[config.mk]
export PLATFORM = sky130hd
export DESIGN_NAME = opb_predictor_bank
export DESIGN_NICKNAME = d
export VERILOG_FILES = /design/src/rtl/opb_pkg.sv /design/src/rtl/opb_basic_preds.sv /design/src/rtl/opb_ctx_pred.sv /design/src/rtl/opb_hit_selector.sv /design/src/rtl/opb_predictor_bank.sv
export SDC_FILE = /design/constraint.sdc
export NUM_CORES = 1
export LEC_CHECK = 0
export ABC_CLOCK_PERIOD_IN_PS = 11700
export BUFFER_PORTS_ARGS = -buffer_cell sky130_fd_sc_hd__buf_4
export CAP_MARGIN = 20
export CELL_PAD_IN_SITES_DETAIL_PLACEMENT = 1
export CELL_PAD_IN_SITES_GLOBAL_PLACEMENT = 2
export CORE_MARGIN = 3
export CORE_UTILIZATION = 46
export CTS_BUF_LIST = sky130_fd_sc_hd__clkbuf_4
export CTS_CLUSTER_SIZE = 20
export DETAILED_ROUTE_END_ITERATION = 6
export PLACE_DENSITY = 0.95
export SLEW_MARGIN = 20
export SYNTH_ARGS = -nofsm -noshare
export SYNTH_HDL_FRONTEND = slang
export SYNTH_SLANG_ARGS = --single-unit
[constraint.sdc]
create_clock -name clk -period 11.7 [get_ports clk]
set_clock_uncertainty 0.1 [all_clocks]
set_input_delay 0.585 -clock clk [delete_from_list [all_inputs] [get_ports clk]]
set_output_delay 0.585 -clock clk [all_outputs]
set_load 0.01 [all_outputs]
[src/rtl/opb_pkg.sv]
package opb_pkg;
    localparam int NPORT = 5;
    localparam int PW    = 3;
    localparam int NPRED = 4;
    localparam int SW    = 2;

    typedef logic [PW-1:0]    port_t;
    typedef logic [NPORT-1:0] port_oh_t;
    typedef port_t [NPRED-1:0] pred_vec_t;

    typedef enum logic [SW-1:0] {
        PR_STRAIGHT = 2'd0,
        PR_LAST     = 2'd1,
        PR_CUSTOM   = 2'd2,
        PR_CONTEXT  = 2'd3
    } pred_e;

    localparam port_t P_XP  = 3'd0;
    localparam port_t P_XN  = 3'd1;
    localparam port_t P_YP  = 3'd2;
    localparam port_t P_YN  = 3'd3;
    localparam port_t P_LOC = 3'd4;

    typedef struct packed {
        logic  vld;
        port_t port;
    } hist_t;

    function automatic logic port_ok(port_t p);
        return p < port_t'(NPORT);
    endfunction

    function automatic port_t straight_of(port_t in_dir, port_t loc_dflt);
        port_t r;
        case (in_dir)
            P_XP:    r = P_XN;
            P_XN:    r = P_XP;
            P_YP:    r = P_YN;
            P_YN:    r = P_YP;
            default: r = (port_ok(loc_dflt) && loc_dflt != P_LOC) ? loc_dflt : P_XP;
        endcase
        return r;
    endfunction

    function automatic port_t guard_port(port_t cand, port_t in_dir, port_t loc_dflt);
        if (!port_ok(cand) || cand == in_dir)
            return straight_of(in_dir, loc_dflt);
        return cand;
    endfunction

    function automatic port_oh_t to_onehot(port_t p);
        port_oh_t r;
        for (int i = 0; i < NPORT; i++)
            r[i] = (p == port_t'(i));
        return r;
    endfunction
endpackage

[src/rtl/opb_basic_preds.sv]
module opb_basic_preds
    import opb_pkg::*;
(
    input  logic  clk,
    input  logic  rst,
    input  port_t in_dir,
    input  port_t loc_dflt,
    input  port_t custom_port,
    input  logic  route_valid,
    input  port_t route_port,
    output port_t straight_p,
    output port_t last_p,
    output port_t custom_p
);
    hist_t last_q;

    always_ff @(posedge clk) begin
        if (rst) begin
            last_q <= '0;
        end else if (route_valid) begin
            last_q.vld  <= port_ok(route_port);
            last_q.port <= route_port;
        end
    end

    always_comb begin
        straight_p = straight_of(in_dir, loc_dflt);
        last_p     = last_q.vld ? guard_port(last_q.port, in_dir, loc_dflt) : straight_p;
        custom_p   = guard_port(custom_port, in_dir, loc_dflt);
    end
endmodule

[src/rtl/opb_ctx_pred.sv]
module opb_ctx_pred
    import opb_pkg::*;
#(
    parameter int CTX_W = 3
) (
    input  logic  clk,
    input  logic  rst,
    input  port_t in_dir,
    input  port_t loc_dflt,
    input  logic  route_valid,
    input  port_t route_port,
    output port_t ctx_p
);
    localparam logic [CTX_W-1:0] CMAX = {CTX_W{1'b1}};

    hist_t            prev_q;
    logic [CTX_W-1:0] cnt     [NPORT][NPORT];
    logic [CTX_W-1:0] row_cnt [NPORT];
    logic [CTX_W-1:0] best_v;
    port_t            best_p;

    always_ff @(posedge clk) begin
        if (rst) begin
            prev_q <= '0;
            for (int r = 0; r < NPORT; r++)
                for (int c = 0; c < NPORT; c++)
                    cnt[r][c] <= '0;
        end else if (route_valid) begin
            prev_q.vld  <= port_ok(route_port);
            prev_q.port <= route_port;
            for (int r = 0; r < NPORT; r++)
                for (int c = 0; c < NPORT; c++)
                    if (prev_q.vld && prev_q.port == port_t'(r) &&
                        route_port == port_t'(c) && cnt[r][c] != CMAX)
                        cnt[r][c] <= cnt[r][c] + 1'b1;
        end
    end

    always_comb begin
        for (int c = 0; c < NPORT; c++)
            row_cnt[c] = '0;
        for (int r = 0; r < NPORT; r++)
            if (prev_q.port == port_t'(r))
                for (int c = 0; c < NPORT; c++)
                    row_cnt[c] = cnt[r][c];
    end

    always_comb begin
        best_p = P_XP;
        best_v = row_cnt[0];
        for (int c = 1; c < NPORT; c++) begin
            if (row_cnt[c] > best_v) begin
                best_v = row_cnt[c];
                best_p = port_t'(c);
            end
        end
        ctx_p = prev_q.vld ? guard_port(best_p, in_dir, loc_dflt)
                           : straight_of(in_dir, loc_dflt);
    end
endmodule

[src/rtl/opb_hit_selector.sv]
module opb_hit_selector
    import opb_pkg::*;
#(
    parameter int WINDOW = 10000,
    parameter int HIT_W  = 14
) (
    input  logic                        clk,
    input  logic                        rst,
    input  pred_vec_t                   preds,
    input  logic                        route_valid,
    input  port_t                       route_port,
    output pred_e                       dyn_sel,
    output logic                        win_last,
    output logic [NPRED-1:0][HIT_W-1:0] hit_cnt
);
    localparam int WIN_W = (WINDOW > 1) ? $clog2(WINDOW) : 1;
    localparam logic [WIN_W-1:0] WIN_END = WIN_W'(WINDOW - 1);
    localparam logic [HIT_W-1:0] HMAX = {HIT_W{1'b1}};

    logic [WIN_W-1:0] win_cnt;
    logic [NPRED-1:0] hit;
    pred_e            best;
    logic [HIT_W-1:0] best_v;

    assign win_last = (win_cnt == WIN_END);

    always_comb begin
        for (int k = 0; k < NPRED; k++)
            hit[k] = route_valid && (preds[k] == route_port);
    end

    always_comb begin
        best   = PR_STRAIGHT;
        best_v = hit_cnt[0];
        for (int k = 1; k < NPRED; k++) begin
            if (hit_cnt[k] > best_v) begin
                best_v = hit_cnt[k];
                best   = pred_e'(SW'(k));
            end
        end
    end

    always_ff @(posedge clk) begin
        if (rst) begin
            win_cnt <= '0;
            dyn_sel <= PR_STRAIGHT;
            hit_cnt <= '0;
        end else begin
            win_cnt <= win_last ? '0 : win_cnt + 1'b1;
            if (win_last)
                dyn_sel <= best;
            for (int k = 0; k < NPRED; k++) begin
                if (win_last)
                    hit_cnt[k] <= hit[k] ? HIT_W'(1) : '0;
                else if (hit[k] && hit_cnt[k] != HMAX)
                    hit_cnt[k] <= hit_cnt[k] + 1'b1;
            end
        end
    end
endmodule

[src/rtl/opb_predictor_bank.sv]
module opb_predictor_bank
    import opb_pkg::*;
#(
    parameter int WINDOW = 10000,
    parameter int HIT_W  = 14,
    parameter int CTX_W  = 3
) (
    input  logic       clk,
    input  logic       rst,
    input  logic [2:0] cfg_in_dir,
    input  logic       cfg_dynamic,
    input  logic [1:0] cfg_static_sel,
    input  logic [2:0] cfg_custom_port,
    input  logic [2:0] cfg_local_port,
    input  logic       route_valid,
    input  logic [2:0] route_port,
    output logic [4:0] pred_oh
);
    pred_vec_t                   preds;
    pred_e                       dyn_sel;
    pred_e                       active;
    logic                        win_last;
    logic [NPRED-1:0][HIT_W-1:0] hit_cnt;

    opb_basic_preds u_basic (
        .clk         (clk),
        .rst         (rst),
        .in_dir      (cfg_in_dir),
        .loc_dflt    (cfg_local_port),
        .custom_port (cfg_custom_port),
        .route_valid (route_valid),
        .route_port  (route_port),
        .straight_p  (preds[PR_STRAIGHT]),
        .last_p      (preds[PR_LAST]),
        .custom_p    (preds[PR_CUSTOM])
    );

    opb_ctx_pred #(.CTX_W(CTX_W)) u_ctx (
        .clk         (clk),
        .rst         (rst),
        .in_dir      (cfg_in_dir),
        .loc_dflt    (cfg_local_port),
        .route_valid (route_valid),
        .route_port  (route_port),
        .ctx_p       (preds[PR_CONTEXT])
    );

    opb_hit_selector #(.WINDOW(WINDOW), .HIT_W(HIT_W)) u_sel (
        .clk         (clk),
        .rst         (rst),
        .preds       (preds),
        .route_valid (route_valid),
        .route_port  (route_port),
        .dyn_sel     (dyn_sel),
        .win_last    (win_last),
        .hit_cnt     (hit_cnt)
    );

    assign active  = cfg_dynamic ? dyn_sel : pred_e'(cfg_static_sel);
    assign pred_oh = to_onehot(preds[active]);
endmodule

# ---- Word level (Yosys, flattened, before mapping)
# Memories as Yosys holds them, arrays and structs flattened.
# Cells that the tools add are included.
dict set report totals {
  mem_count 1
  output_inout_bits 5
  mem_bits_rw 75
  reg_bits 76
  input_bits 18
  elab_cells 381
}
# memory words width read_ports rd_ports_with_merged_regs wr line
set mem_list {}
lappend mem_list {u_ctx.cnt 5 15 5 0 5 opb_ctx_pred.sv:17} ;# logic [CTX_W-1:0] cnt [NPORT][NPORT];
dict set report classes {
  eq_ne 53
  mux 172
  n_reduce_logical 79
  n_lt_le_gt_ge 13
  n_addsub 30
  bitwise 25
}
# op count
set ops {}
lappend ops {{2-to-1 mux 14 bit} 10}
lappend ops {{2-to-1 mux 3 bit} 39}
lappend ops {{2-to-1 mux 1 bit} 111}
lappend ops {{inequality test 3 bit (second input constant)} 26}
lappend ops {{adder 3 x 1 -> 3 bit (second input constant)} 25}
lappend ops {{2-to-1 mux 15 bit} 5}
lappend ops {{adder 14 x 1 -> 14 bit (second input constant)} 5}
lappend ops {{logical AND 1 bit} 64}
lappend ops {{inequality test 14 bit (second input constant)} 4}
lappend ops {{> comparator 14 bit} 3}
lappend ops {{OR 1 bit} 25}
lappend ops {{equality test 3 x 2 -> 1 bit (second input constant)} 8}
lappend ops {{equality test 3 bit} 7}
lappend ops {{< comparator 3 bit (second input constant)} 5}
lappend ops {{equality test 14 bit (second input constant)} 1}
lappend ops {{equality test 3 x 1 -> 1 bit (second input constant)} 4}
lappend ops {{> comparator 3 bit} 4}
lappend ops {{logical NOT 3 bit} 4}
lappend ops {{one-hot mux 3 bit (4 select lines)} 1}
lappend ops {{2-to-1 mux 2 bit} 5}
lappend ops {{equality test 3 bit (second input constant)} 3}
lappend ops {{nonzero test 2 bit} 4}
lappend ops {{binary-select mux 3 bit (select 2 bit)} 1}
lappend ops {{logical NOT 1 bit} 3}
lappend ops {{other kinds (3)} 5}

# ---- Longest topological paths before layout
# Gate-level depths: netlist of the first run.
dict set report logic_depth {
  word_depth 25
  depth_mapped 34
  ltp_nobuf 32
}

# ---- By module
# Synthesis of the first run repeated with hierarchy kept, for this count alone.
dict set report hier_totals {
  cells_unflattened 1056
  area_unflattened_um2 10463.8
}
# module seq_area_each_um2 instances area_each_um2 cells_per_inst
set modules_own_cells {}
lappend modules_own_cells {opb_ctx_pred 2332.2 1 5182.5 433}
lappend modules_own_cells {opb_hit_selector 1441.4 1 4730.8 549}
lappend modules_own_cells {opb_basic_preds 80.1 1 421.7 64}
lappend modules_own_cells {opb_predictor_bank 0.0 1 128.9 10}

# ---- Least setup slack after synthesis of the first run
# OpenSTA, ideal clock, no wires.
dict set report synth_path {
  path_kind {register to register}
  start {register u_ctx.prev_q[0] in the netlist's numbering}
  end {register u_sel.hit_cnt[55] in the netlist's numbering}
  slack_ns 4.416
  synth_period_minus_slack_ns 7.284
  n_path_buf 2
  stages_incl_launch_ff 29
  required_ns 11.530
  arrival_time_ns 7.114
  setup_ns 0.070
  cell_sequence {dfxtp_1 -> clkbuf_1 -> buf_1 -> mux4_2 -> a22oi_1 -> inv_1 -> ha_1 -> and3_1 -> a21oi_1 -> mux2_2 -> ha_1 -> and3b_1 -> o21a_1 -> nor2_1 -> a21oi_1 -> ha_1 -> and3b_1 -> o21ai_1 -> o21ai_0 -> ha_1 -> a211oi_1 -> nor2_1 -> a2111o_1 -> a211oi_1 -> mux2i_1 -> and2_1 -> o21ai_2 -> or4_1 -> a21oi_1}
}
dict set report synth_via {
  elab_chain_len 24
  word_cells_on_any_way 32
  classes_between {5 x order compare; 6 x eq/ne; 15 x mux; 6 x reduce/logical}
}
# element line
set synth_lines {}
lappend synth_lines {{start, declared} opb_ctx_pred.sv:16} ;# hist_t prev_q;
lappend synth_lines {{logical NOT 3 bit} opb_ctx_pred.sv:43} ;# if (prev_q.port == port_t'(r))
lappend synth_lines {{2-to-1 mux 15 bit (4 in a row)} opb_ctx_pred.sv:43}
lappend synth_lines {{2-to-1 mux 15 bit (*)} opb_ctx_pred.sv:43}
lappend synth_lines {{> comparator 3 bit} opb_ctx_pred.sv:52} ;# if (row_cnt[c] > best_v) begin
lappend synth_lines {{2-to-1 mux 3 bit} opb_ctx_pred.sv:52}
lappend synth_lines {{> comparator 3 bit} opb_ctx_pred.sv:52}
lappend synth_lines {{2-to-1 mux 3 bit} opb_ctx_pred.sv:52}
lappend synth_lines {{> comparator 3 bit} opb_ctx_pred.sv:52}
lappend synth_lines {{[5 not listed]} n/a}
lappend synth_lines {{logical OR 1 bit} opb_pkg.sv:46} ;# if (!port_ok(cand) || cand == in_dir)
lappend synth_lines {{2-to-1 mux 1 bit} opb_pkg.sv:46}
lappend synth_lines {{2-to-1 mux 3 bit (*)} opb_pkg.sv:48} ;# return cand;
lappend synth_lines {{2-to-1 mux 3 bit (*)} opb_ctx_pred.sv:57} ;# ctx_p = prev_q.vld ? guard_port(best_p, in_dir, loc_dflt)
lappend synth_lines {{equality test 3 bit (*)} opb_hit_selector.sv:29} ;# hit[k] = route_valid && (preds[k] == route_port);
lappend synth_lines {{logical AND 1 bit (*)} opb_hit_selector.sv:29}
lappend synth_lines {{logical AND 1 bit (*)} opb_hit_selector.sv:55} ;# else if (hit[k] && hit_cnt[k] != HMAX)
lappend synth_lines {{nonzero test 2 bit (no line) (*)} n/a}
lappend synth_lines {{end signal, assigned by index} opb_hit_selector.sv:54} ;# hit_cnt[k] <= hit[k] ? HIT_W'(1) : '0;
lappend synth_lines {{end signal, assigned by index} opb_hit_selector.sv:56} ;# hit_cnt[k] <= hit_cnt[k] + 1'b1;
lappend synth_lines {{end, declared} opb_hit_selector.sv:14} ;# output logic [NPRED-1:0][HIT_W-1:0] hit_cnt
# Mark *: on every way between the ends. The rest lies on a longest branch, timed or not.
# A chain may end at the register's enable or synchronous reset.

# ---- Final worst setup path of the first run
dict set report layout_path {
  start {register u_ctx.prev_q[2] in the netlist's numbering}
  end {output pred_oh[0]}
}
dict set report layout_via {
  elab_chain_len 23
  word_cells_on_any_way 38
  classes_between {6 x order compare; 6 x eq/ne; 20 x mux; 6 x reduce/logical}
}
# element line
set layout_lines {}
lappend layout_lines {{logical NOT 3 bit} opb_ctx_pred.sv:43}
lappend layout_lines {{2-to-1 mux 15 bit (5 in a row)} opb_ctx_pred.sv:43}
lappend layout_lines {{> comparator 3 bit} opb_ctx_pred.sv:52}
lappend layout_lines {{2-to-1 mux 3 bit} opb_ctx_pred.sv:52}
lappend layout_lines {{> comparator 3 bit} opb_ctx_pred.sv:52}
lappend layout_lines {{2-to-1 mux 3 bit} opb_ctx_pred.sv:52}
lappend layout_lines {{> comparator 3 bit} opb_ctx_pred.sv:52}
lappend layout_lines {{2-to-1 mux 3 bit} opb_ctx_pred.sv:52}
lappend layout_lines {{[3 not listed]} n/a}
lappend layout_lines {{logical NOT 1 bit} opb_pkg.sv:46}
lappend layout_lines {{logical OR 1 bit} opb_pkg.sv:46}
lappend layout_lines {{2-to-1 mux 1 bit} opb_pkg.sv:46}
lappend layout_lines {{2-to-1 mux 3 bit} opb_pkg.sv:48}
lappend layout_lines {{2-to-1 mux 3 bit} opb_ctx_pred.sv:57}
lappend layout_lines {{binary-select mux 3 bit (select 2 bit) (*)} opb_predictor_bank.sv:60} ;# assign pred_oh = to_onehot(preds[active]);
lappend layout_lines {{2-to-1 mux 3 bit (not written as such) (*)} opb_predictor_bank.sv:60}
lappend layout_lines {{logical NOT 3 bit (*)} opb_pkg.sv:54} ;# r[i] = (p == port_t'(i));
lappend layout_lines {{end, declared} opb_predictor_bank.sv:17} ;# output logic [4:0] pred_oh
# Mark *: on every way between the ends. The rest lies on a longest branch, timed or not. The select of a mux whose other input is x is not followed.

==> results of run 1 <==
## power groups by stage
| stage | combinational [mW] | clock, mW | sequential, mW |
|---|---|---|---|
| 2_1_floorplan | 0.206 | 0 | 0.584 |
| 3_3_place_gp | 0.259 | 0 | 0.588 |
| 3_5_place_dp | 0.269 | 0 | 0.589 |
| 4_1_cts | 0.270 | 0.345 | 0.578 |
| 5_1_grt | 0.306 | 0.365 | 0.579 |
| 6_report | 0.271 | 0.335 | 0.578 |
## how the worst max path moves through the flow
stage | start | to | slack (ns) | depth (start not counted)
detailed placement | u_ctx.prev_q[2] | u_sel.hit_cnt[55] | 3.60 | 26
floorplan | u_ctx.prev_q[0] | u_sel.hit_cnt[55] | 4.42 | 28
CTS | u_ctx.prev_q[2] | pred_oh[1] | 3.20 | 25
finish | u_ctx.prev_q[2] | pred_oh[0] | 3.19 | 26
global route | u_ctx.prev_q[2] | pred_oh[0] | 2.46 | 26
global placement | u_ctx.prev_q[2] | u_sel.hit_cnt[55] | 3.97 | 26
## state kept, by name, indices dropped and copies added, names as in the netlist
name           count
u_sel.hit_cnt     56
u_ctx.prev_q       4
u_sel.win_cnt     14
u_ctx.cnt         75
u_sel.dyn_sel      2
## metrics by stage
stage	worst slack, ns	util, %
floorplan	4.42	-
global placement	3.97	49.3
detailed placement	3.60	49.3
CTS	3.20	50.7
global route	2.46	50.7
finish	3.19	50.7
## kinds of logic (layout without fill, tap and decap cells)
family	after synthesis	after routing	synth area share, %
mux	60	60	8.02
fa+ha+maj	109	109	13.5
other cells	0	1	0
flops	151	151	37.3
compound gates	161	161	10.7
xor+xnor	60	60	5.20
buf+inv	89	105	3.41
simple gates	427	427	21.9
## worst max-delay path, cell delays in order, from the launching register on
cell	delay (ns)
dfxtp_1	0.47
inv_1	0.27
nor3_2	0.76
a22oi_1	0.29
ha_1	0.38
and3_1	0.18
a21oi_1	0.32
mux2_2	0.40
ha_1	0.29
and3b_1	0.21
o21a_1	0.18
nor2_1	0.06
a21oi_1	0.21
ha_1	0.29
and3b_1	0.21
o21ai_1	0.26
o21ai_0	0.15
ha_1	0.30
a211oi_1	0.44
or2_1	0.29
a21oi_1	0.10
o22ai_1	0.27
a21oi_1	0.15
nor3_1	0.26
o21ai_0	0.16
nor3_1	0.21
buf_4	0.15
## layout make-up
cell class / count / area [um^2] / area share (%)
antenna: 1 / 2.50 / 0.0232
clock buffer: 17 / 128 / 1.18
clock inverter: 15 / 156 / 1.45
inverter: 44 / 165 / 1.53
multi-input combinational: 817 / 6010 / 55.6
sequential: 151 / 3770 / 35.0
tap: 275 / 344 / 3.19
timing repair buffer: 29 / 218 / 2.02
## layer usage
layer  GRT usage [%]  vias to the layer above  wire length, um
li1                -                     3876                -
met1            30.4                     3946            12300
met2            37.4                      103            12400
met3            3.22                       29              822
met4            6.06                        0              431
met5               0                        -                0
## cells in the mapped netlist, types with 3 or more instances
cell      instances
a21o_1           37
o21ai_0          25
inv_1            44
mux4_2           15
nand2b_1         12
buf_2             6
nor3b_1           5
a211oi_1          7
o21a_1           12
clkbuf_1         37
a22oi_1           9
and3_1           10
nand2_1          51
a21oi_1          34
xnor2_1          48
xor2_1           12
a22o_1            6
mux2i_1          27
mux2_2           18
and2_1           54
nand3_1          36
o22ai_1           5
nor3_1           50
nand4_1          21
edfxtp_1         75
nor2b_1          11
nor2_1          110
o21ai_1           3
or4_1             3
dfxtp_1          76
or3_1            14
ha_1            109
o31ai_1           4
nor4_1           30
nand3b_1          6
==> out/metrics.yaml, run 1 <==
antenna_left: 0
pwr_density_cell_nw_per_um2: 110
hold_class: "in -> reg"
gr-usage-all-layers_pct: 22.3
reg2reg_from: "u_ctx.prev_q[2]"
p_comb_share_pct: 22.9
hold-path-endpoint: "u_ctx.prev_q[1]"
synth_cells: 1057
cts_sinks: 151
maxCapViolCount: 0
wl_per_cell_um: 19.3
cp_max_fo: 17
required_ns: 11.02
synth.distinct_cells: 63
fin_cells: 1349
hold_depth: 3
swShare_pct: 33.6
dp.cells: 1316
drive_gt1_share_pct: 10.2
grt_pass1_vias: 8410
cts_setup_buffers: 0
drc: 0
max-vdd-ir-drop_uv: 47.3
area_growth_pct: 6.72
critPathCaptureType: "output pin"
pwr-share-seq_pct: 48.8
place_area_um2: 10500
criticalPathCategory: "reg -> out"
arrival_ns: 7.83
syn_area_um2: 10100
whs_ns: 0.275
drt_iter0_drc: 486
die_y_um: 154
achievable-frequency_ghz: 0.117
finalSetupViolCount: 0
post-route-period-util_pct: 72.8
fin_nets: 1187
initial_core_util_pct: 47.5
rrSetupSlack_ns: 3.49
cts_root_buffer: "clkbuf_4"
synth.top_cell.area_share_pct: 22.3
tritoncts: "built"
min_from: "route_valid"
p_clk_share_pct: 28.3
ys_seq_elements: 151
dpl.hpwl_um: 19800
avgSynthCellArea_um2: 9.57
via_count: 7954
power_mw: 1.18
clkTransAtPathRegs_ns: 0.15
cts_max_level: 4
port_buffers: 22
clk-insertion-delay-late_ns: 0.58
grt_pass1_wl_um: 43600
cts-buffers-inserted: 17
antenna_found_initial: 1
synthesis.nets: 1184
reg2reg_depth: 26
yosysWarnings: 0
drv_slew: 0
overflow: 0
tightest_slew_ns: 1.12
synth_edf_count: 75
netSwitchingPower_mw: 0.398
layout_commonest_cell: "nor2_1"
period_minus_slack_ns: 8.51
synth.largest_area_cell: "edfxtp_1"
grt_start_max_net_pins: 64
die_x_um: 154
ys.flop_type: "dfxtp_1"
core-area_um2: 21300
cts_hold_buf: 0
rr_endpoint: "u_sel.hit_cnt[55]"
rsz0062_at_grt: "no"
p_int_mw: 0.786
cts_resized: 0
drt_first_pass_iters: 4
io_pins: 23
seq_area_frac_synth_pct: 37.3
ys_async_sr_fraction_pct: 0
design_area_um2: 10800
netlist_top_cells_area: "edfxtp_1, dfxtp_1, ha_1, xnor2_1, nor2_1"
clockBufferDepth: 2
nFillCells: 2427
outcome: "finished clean"
setup_tns_ns: 0
die_area_um2: 23800
worst_setup_path_start_kind: "flop"
power.leakage_nw: 4.30
relSlewSlack_pct: 24.9
final_cell_mix: "nor2_1, ha_1, dfxtp_1"
viasPerCell: 5.90
std_cell_rows: 53
drt_wl_total_um: 26000
final_hold_viol_count: 0
gp_congestion: 0.856
Power figures use the tool's default switching activity.
==> run 2: changes to the inputs <==
Settings changed: ABC_AREA set to 1, ABC_CLOCK_PERIOD_IN_PS 11700 to 8700, CORE_UTILIZATION 46 to 39, PLACE_DENSITY 0.95 to 0.89.
Clock period 11.7 ns to 8.7 ns, I/O delays scaled along.
==> out/metrics.yaml, run 2 <==
ys_seq_elements: 151  # unchanged
post-route-period-util_pct: 85.7
drt_first_pass_iters: 5  # +1
startpoint: "u_ctx.prev_q[0]"
ys_async_sr_fraction_pct: 0  # unchanged
crit_family: "simple AND/OR/NAND/NOR gates"
netlist_top_cells_area: "edfxtp_1, dfxtp_1, ha_1, nand2_1, nor2_1"
cp_max_fo: 20  # +3
reg2reg_from: "u_ctx.prev_q[0]"
worst_setup_path_start_kind: "flop"
criticalPathCategory: "reg -> out"
die_y_um: 169  # +9.5%
reg2reg_depth: 40  # +54%
final_hold_viol_count: 0  # unchanged
max_flop_register: "u_ctx.cnt"
slowest_stage: "nand2_1"
achievable-frequency_ghz: 0.134
hold_class: "in -> reg"
synth.largest_area_cell: "edfxtp_1"
drt_wl_total_um: 28900  # +11%
antenna_left: 0  # unchanged
tritoncts: "built"
worst-path-stages: 40  # +54%
p_clk_share_pct: 24.3  # -4.0 points
std_cell_rows: 59  # +11%
fin_nets: 1508  # +27%
utilization_pct: 42.6  # -8.1 points
grt_pass1_vias: 9628  # +14%
area_growth_pct: 7.12
tightest_slew_ns: 0.876  # -0.249 ns
io_pins: 23  # unchanged
dpl.hpwl_um: 22200  # +12%
power.leakage_nw: 4.91  # +14%
slowest_delay_ns: 0.54  # -0.22 ns
required_ns: 8.17  # -2.85 ns
cts_hold_buf: 0  # unchanged
antenna_found_initial: 1  # unchanged
cts_resized: 0  # unchanged
whs_ns: 0.124  # -0.152 ns
gr-usage-all-layers_pct: 20.9  # -1.5 points
gp_congestion: 0.864  # +0.97%
p_int_mw: 1.10  # +40%
dp.cells: 1697  # +29%
rsz0062_at_grt: "no"
setup_tns_ns: 0  # unchanged
cts-buffers-inserted: 17  # unchanged
outcome: "finished clean"
place_ws_ns: 1.91  # -1.69 ns
layout_commonest_cell: "nand2_1"
drc: 0  # unchanged
via_count: 9218  # +16%
synth.top_cell.area_share_pct: 21.8  # -0.51 points
core-area_um2: 26100  # +22%
cts_setup_buffers: 0  # unchanged
finalSetupViolCount: 0  # unchanged
grt_start_max_net_pins: 41  # -36%
final_cell_mix: "nand2_1, nor2_1, inv_1"
period_minus_slack_ns: 7.46
synth_edf_count: 75  # unchanged
syn_area_um2: 10400  # +2.4%
overflow: 0  # unchanged
crit_buf_inv: 4  # +2
relSlewSlack_pct: 41.5  # +17 points
avgSynthCellArea_um2: 7.58  # -21%
swShare_pct: 39.1  # +5.5 points
rr_endpoint: "u_sel.hit_cnt[42]"
clk-insertion-delay-late_ns: 0.58  # about the same
maxCapViolCount: 0  # unchanged
crit_top_cell: "nand2_1"
ys.flop_type: "dfxtp_1"
drive_gt1_share_pct: 7.82  # -2.3 points
die_area_um2: 28500  # +20%
pwr-share-seq_pct: 43.2  # -5.6 points
seq_area_frac_synth_pct: 36.5  # -0.86 points
largest_register_ffs: 75  # unchanged
critPathCaptureType: "output pin"
synth_cells: 1366  # +29%
die_x_um: 169  # +9.5%
viasPerCell: 5.33  # -9.6%
synth.most_common_cell: "nand2_1"
port_buffers: 22  # unchanged
fin_cells: 1730  # +28%
cts_sinks: 151  # unchanged
setup_ws_ns: 1.24  # -1.94 ns
clockBufferDepth: 2  # unchanged
pwr_density_cell_nw_per_um2: 163  # +48%
nFillCells: 3287  # +35%
netSwitchingPower_mw: 0.706  # +77%
min_from: "route_port[1]"
max-vdd-ir-drop_uv: 83.6  # +77%
cts_root_buffer: "clkbuf_4"
arrival_ns: 6.92  # -0.91 ns
grt_pass1_wl_um: 48300  # +11%
rrSetupSlack_ns: 1.88  # -1.61 ns
reg_top3: "u_ctx.cnt (75), u_sel.hit_cnt (56), u_sel.win_cnt (14)"
initial_core_util_pct: 39.7  # -7.8 points
critPathCapture: "pred_oh[0]"
drt_iter0_drc: 471  # -3.1%
yosysWarnings: 0  # unchanged
wl_per_cell_um: 16.7  # -13%
synthTopCellsByCount: "nand2_1, nor2_1, inv_1, ha_1"
synthesis.nets: 1493  # +26%
p_comb_share_pct: 32.6  # +9.7 points
drv_slew: 0  # unchanged
clkTransAtPathRegs_ns: 0.16  # about the same
synth.distinct_cells: 55  # -13%
cts_max_level: 4  # unchanged
[run 2: cell count changes after synthesis, moves of 43 or more]
| cell | previous run | this run |
|---|---|---|
| and2_1 | 54 | 2 |
| inv_1 | 44 | 185 |
| nand2_1 | 51 | 256 |
| nor2_1 | 110 | 194 |
| o21ai_0 | 25 | 74 |
| xnor2_1 | 48 | 5 |
[run 2: logic make-up (layout without fill, tap and decap cells)]
logic type / count (synthesis) / after routing / synth area share, %
simple gates: 672 / 672 / 29.3
buf+inv: 219 / 247 / 8.22
compound gates: 192 / 192 / 10.9
xor+xnor: 23 / 23 / 2.02
flops: 151 / 151 / 36.5
other cells: 0 / 1 / 0
fa+ha+maj: 109 / 109 / 13.2
[run 2: layer usage]
layer	vias up	wire length, um	part of all wire (%)	track usage (%)
met2	113	14300	49	37.2
met3	33	945	3.3	3.74
met4	0	524	1.8	4.94
met1	4446	13100	45	26.2
li1	4626	-	-	-
met5	-	0	0	0
[run 2: power groups by stage]
stage / Sequential [mW] / Combinational (mW) / Clock, mW
3_3_place_gp: 0.795 / 0.570 / 0
2_1_floorplan: 0.788 / 0.438 / 0
3_5_place_dp: 0.795 / 0.586 / 0
6_report: 0.779 / 0.588 / 0.438
5_1_grt: 0.782 / 0.684 / 0.479
4_1_cts: 0.779 / 0.590 / 0.452
[run 2: worst min-delay path, delay by kind of cell]
family	cells	cell delay, ns
compound gates	2	0.22
buf+inv	1	0.12
[run 2: per-stage QoR]
| stage | area (um^2) | power [mW] |
|---|---|---|
| floorplan | 10400 | 1.23 |
| global placement | 10800 | 1.36 |
| detailed placement | 10800 | 1.38 |
| CTS | 11100 | 1.82 |
| global route | 11100 | 1.94 |
| finish | 11100 | 1.81 |
[run 2: worst min path at each step]
stage	endpoint	cells past startpoint	slack, ns
2_1_floorplan	u_sel.win_cnt[0]	1	0.32
3_3_place_gp	u_sel.win_cnt[0]	1	0.33
4_1_cts	u_ctx.prev_q[1]	3	0.09
6_report	u_ctx.prev_q[1]	3	0.12
3_5_place_dp	u_sel.win_cnt[0]	1	0.35
5_1_grt	u_ctx.prev_q[1]	3	0.08
[run 2: final cells by class]
| type | instances | area, um^2 | share of cell area (%) |
|---|---|---|---|
| antenna | 1 | 2.50 | 0.0226 |
| clock buffer | 18 | 135 | 1.22 |
| clock inverter | 14 | 120 | 1.08 |
| inverter | 188 | 706 | 6.36 |
| multi-input combinational | 996 | 5730 | 51.7 |
| sequential | 151 | 3770 | 34.0 |
| tap | 335 | 419 | 3.78 |
| timing repair buffer | 27 | 203 | 1.83 |
